===== config.mk =====
export PLATFORM = sky130hd
export DESIGN_NAME = echo_framer
export DESIGN_NICKNAME = d
export VERILOG_FILES = /design/src/rtl/echo_chk_pkg.sv /design/src/rtl/echo_framer.sv
export SDC_FILE = /design/constraint.sdc
export NUM_CORES = 1
export LEC_CHECK = 0
export BUFFER_PORTS_ARGS = -buffer_cell sky130_fd_sc_hd__buf_2
export CORE_AREA = 2 2 39 41
export CTS_CLUSTER_DIAMETER = 100
export DETAILED_ROUTE_END_ITERATION = 10
export DIE_AREA = 0 0 41 43
export PLACE_DENSITY = 0.51
export SLEW_MARGIN = 15
export SYNTH_ARGS = -nofsm -noshare
export SYNTH_HDL_FRONTEND = slang
export SYNTH_SLANG_ARGS = --single-unit

===== constraint.sdc =====
create_clock -name clk -period 2.25 [get_ports clk]
set_input_delay 0.45 -clock clk [delete_from_list [all_inputs] [get_ports clk]]
set_output_delay 0.45 -clock clk [all_outputs]
set_load 0.05 [all_outputs]

===== src/rtl/echo_chk_pkg.sv =====
package echo_chk_pkg;
    localparam int POS_W = 4;

    typedef struct packed {
        logic             vld;
        logic [POS_W-1:0] pos;
        logic             bitv;
    } bit_tag_t;
endpackage


===== src/rtl/echo_framer.sv =====
module echo_framer
    import echo_chk_pkg::*;
#(
    parameter int DATA_BITS = 8,
    parameter int PARITY_EN = 1
) (
    input  logic     clk,
    input  logic     rst_n,
    input  logic     en,
    input  logic     stb,
    input  logic     tx_bit,
    output bit_tag_t tag_o
);
    localparam int LAST_POS = DATA_BITS + PARITY_EN + 1;

    typedef struct packed {
        logic             active;
        logic [POS_W-1:0] pos;
    } frm_state_t;

    frm_state_t st_d, st_q;
    bit_tag_t   tag_d;

    always_comb begin
        st_d       = st_q;
        tag_d      = '0;
        tag_d.bitv = tx_bit;
        if (!en) begin
            st_d = '0;
        end else if (stb) begin
            if (!st_q.active) begin
                if (!tx_bit) begin
                    tag_d.vld   = 1'b1;
                    tag_d.pos   = '0;
                    st_d.active = 1'b1;
                    st_d.pos    = POS_W'(1);
                end
            end else begin
                tag_d.vld = 1'b1;
                tag_d.pos = st_q.pos;
                if (st_q.pos == POS_W'(LAST_POS)) begin
                    st_d = '0;
                end else begin
                    st_d.pos = st_q.pos + 1'b1;
                end
            end
        end
    end

    always_ff @(posedge clk or negedge rst_n) begin
        if (!rst_n) st_q <= '0;
        else        st_q <= st_d;
    end

    assign tag_o = tag_d;
endmodule


### Yosys cells after proc, flatten, opt, wreduce, memory -nomap -nowiden

Cells that the tools add are included.

| storage, ports and cells | value |
|---|---|
| bits in registers | 5 |
| output and inout port bits | 6 |
| ROM bits | 0 |
| memories | 0 |
| logic and storage cells | 17 |
| RAM bits | 0 |
| bits of input ports | 5 |
| latch bits | 0 |

| cells by class | value |
|---|---|
| shift operators | 0 |
| multipliers | 0 |
| reductions and logical operators | 1 |
| add/sub/neg operators | 1 |
| magnitude comparators | 0 |
| mux-type cells | 10 |
| divide/modulo/power cells | 0 |
| bitwise logic cells | 0 |
| eq/ne operators | 3 |

Operators with widths:

| operator | number |
|---|---|
| 5-bit 2-to-1 mux | 8 |
| 4-bit by 1-bit adder with 4-bit output (second input constant) | 1 |
| 4-bit equality test (second input constant) | 1 |
| 4-bit 2-to-1 mux | 1 |
| 3-bit by 2-bit != test with 1-bit output (second input constant) | 1 |
| 2-bit by 1-bit != test with 1-bit output (second input constant) | 1 |
| 2-bit AND reduction | 1 |
| 1-bit 2-to-1 mux | 1 |

### Longest topological paths before layout

| logic depth | value |
|---|---|
| depth in word-level cells | 5 |
| depth in mapped cells | 5 |
| gate-level depth less buffers | 5 |

### Least setup slack after synthesis

OpenSTA, ideal clock, no wires.

| timing | value |
|---|---|
| path kind | input-to-output |
| start | input port tx_bit |
| end | output port tag_o[5] in the netlist's numbering |
| buffers on the path | 0 |
| arrival time | 1.242 ns |
| required time | 1.800 ns |
| setup slack | 0.558 ns |
| cell stages on the path | 2 |
| path through | nor2b_1 > nor2_1 |

RTL lines:

| element | RTL line | RTL |
|---|---|---|
| start: declaration | echo_framer.sv:11 | `input logic tx_bit,` |
| end: declaration | echo_framer.sv:12 | `output bit_tag_t tag_o` |

==> flow_summary.ini <==
[status]
outcome = completed

[clocking]
post_cts_buffers = 0
clkSinkCount = 5
cts_resized = 0
htreeDepth = 1
cts_buffer_depth = 2
clk_latency_ns = 0.23
cts_tree = built
clk_pin_slew_ns = 0.04
numCtsBuffers = 3
cts_root_buf = clkbuf_4
hold_buffers = 0

[setup_path]
r2r_slack_ns = 0.98
slowest_delay_ns = 0.38
r2r_cells = 5
path_max_fanout = 7
cp_slowest_cell = dfrtp_1
crit_path_end_kind = output port
r2r_start = st_q[0]$_DFFE_PN0P_
cp_cell_sequence = and3_1 > and2_1 > buf_2
worstReg2RegEnd = st_q[0]$_DFFE_PN0P_
cp.required_ns = 1.80
timing.critical_path.buf_inv = 1
arrival_ns = 1.30
critical_path_class = register to output port
cp_top_family = simple AND/OR/NAND/NOR gates
start_kind = register

[floorplanning]
die_y_um = 43
rows = 14
boundaryPins = 11
die_area_mm2 = 0.00176
die_w_um = 41
design.core.area_mm2 = 0.00138
start_util = 0.235

[cells_and_area]
syn_to_final_growth_pct = 25.8
largest_reg_flops = 5
seqCellArea_um2 = 125
largestRegisters = st_q (5)
post_route_cells_drive_above_1_share = 0.298
fill_cells = 157
final_common_cell = buf_2
num_antenna_cells = 0
nets = 55
most-common-layout-cells = 10 x buf_2, 5 x dfrtp_1, 4 x and2_1
multi_input_area_um2 = 180
largest_register = st_q

[route]
drc = 0
drt-total-wl_um = 663
wl_per_cell_um = 10.5
dr.pass1.iters = 2
drt-vias-per-instance = 4.63
drtIter0Drc = 6
ant_nets = 0
num_vias = 292

[timing]
rsz0062_at_grt = no
setup_violations = 0
slew_viol_final = 0
final_hold_viol_count = 0
finalCritPeriodShare = 0.777
fin_setup_tns_ns = 0
finalCriticalPeriod_ns = 1.75
tightest_slew_ns = 0.335
fin_skew_ns = 0.000981
slew_headroom = 0.774
fmax_ghz = 0.572

[synthesis]
synth_warnings = 0
yosys.area.top_type = dfrtp_1
syn-num-nets = 42
yosys.cell_types.count = 21
ys_seq_area_frac = 0.385
ys_seq_elements = 5
netlist.area_leader.share = 0.385
syn_inst = 35
synth_area_um2 = 325
synth.avg_cell_area_um2 = 9.29
synth_area_leaders = dfrtp_1 38%, and2_1 7.7%, ha_1 7.7%, o2bb2ai_1 5.4%, a21boi_1 4.6%

[power_and_ir_drop]
ir_drop_mv = 0.214
p_per_area_mw_per_mm2 = 558
power.leakage_nw = 0.201
finalPower_mw = 0.228

[placed_design]
hpwl_um = 544
gp_congestion = 0.693
portBuffers = 10

[grt]
grt_max_degree = 8
grt_overflow_total = 0
grt_use_total = 0.0838
antenna_found_initial = 0
grt_pass1_vias = 237
grt_pass1_wl_um = 931

[job]
cap_violations = 0

[hold_path]
min-delay-path-class = primary input to asynchronous set/reset pin
==> routing by layer <==
layer	vias up	GRT usage	wire [µm]
met5	-	0	0
met4	0	0.0400	0
met3	0	0.0628	30
met2	9	0.106	293
met1	132	0.101	339
li1	151	-	-
==> area by class of cell <==
cell class / instances / area share
Clock buffer: 4 / 0.0642
Inverter: 2 / 0.0183
Multi-Input combinational cell: 26 / 0.440
Sequential cell: 5 / 0.306
Tap cell: 16 / 0.0489
Timing Repair Buffer: 10 / 0.122
==> worst register-to-register path, delay by kind of cell (launching register included) <==
kind | cells | cell delay (ns)
flops | 1 | 0.39
compound gates | 2 | 0.32
fa+ha+maj | 1 | 0.20
simple gates | 1 | 0.16
buf+inv | 1 | 0.10
==> cell families after synthesis <==
family | share of synthesized area
AND/OR/NAND/NOR | 0.231
XOR/XNOR | 0.0269
AO/OA/AOI/OAI | 0.219
flip-flops | 0.385
adder cells (fa/ha/maj) | 0.0769
buffers and inverters | 0.0615
==> cells in the mapped netlist <==
master / count
or3_1: 1
nand3_1: 1
nand2_1: 2
nor2_1: 1
nor2b_1: 1
o21ai_0: 2
o32ai_1: 1
inv_2: 1
buf_4: 1
and2_1: 4
o21a_1: 1
buf_2: 1
inv_1: 1
and3_1: 1
dfrtp_1: 5
o2bb2ai_1: 2
ha_1: 2
a21boi_1: 2
xor2_1: 1
nand3b_1: 2
a31oi_1: 2
==> through the flow <==
step / area (µm²) / hold slack, ns / setup slack [ns] / instances / utilization
after detailed placement: 383 / 0.271 / 0.570 / 59 / 0.277
after CTS: 409 / 0.0113 / 0.493 / 63 / 0.296
after global placement: 383 / 0.269 / 0.579 / 59 / 0.277
after global routing: 409 / 0.00367 / 0.397 / 63 / 0.296
after floorplan: 325 / 0.154 / 0.558 / 35 / -
final: 409 / 0.0215 / 0.501 / 63 / 0.296
==> power by group <==
group          total [mW]  leakage (nW)  switching [mW]  internal, mW
Sequential         0.0975        0.0682         0.00377        0.0937
Clock              0.0990        0.0150          0.0322        0.0667
Combinational      0.0320         0.118          0.0213        0.0107
Total               0.228         0.201          0.0573         0.171
==> how the worst max path moves through the flow <==
stage                                    from       end  slack [ns]  depth (start not counted)
after floorplan                        tx_bit  tag_o[5]        0.56                          2
after global placement                     en  tag_o[4]        0.58                          4
after detailed placement                   en  tag_o[4]        0.57                          4
after CTS                 st_q[4]$_DFFE_PN0P_  tag_o[4]        0.49                          3
after global routing      st_q[4]$_DFFE_PN0P_  tag_o[3]        0.40                          3
final                     st_q[4]$_DFFE_PN0P_  tag_o[4]        0.50                          3
No activity file was read; power rests on OpenSTA's default activity.
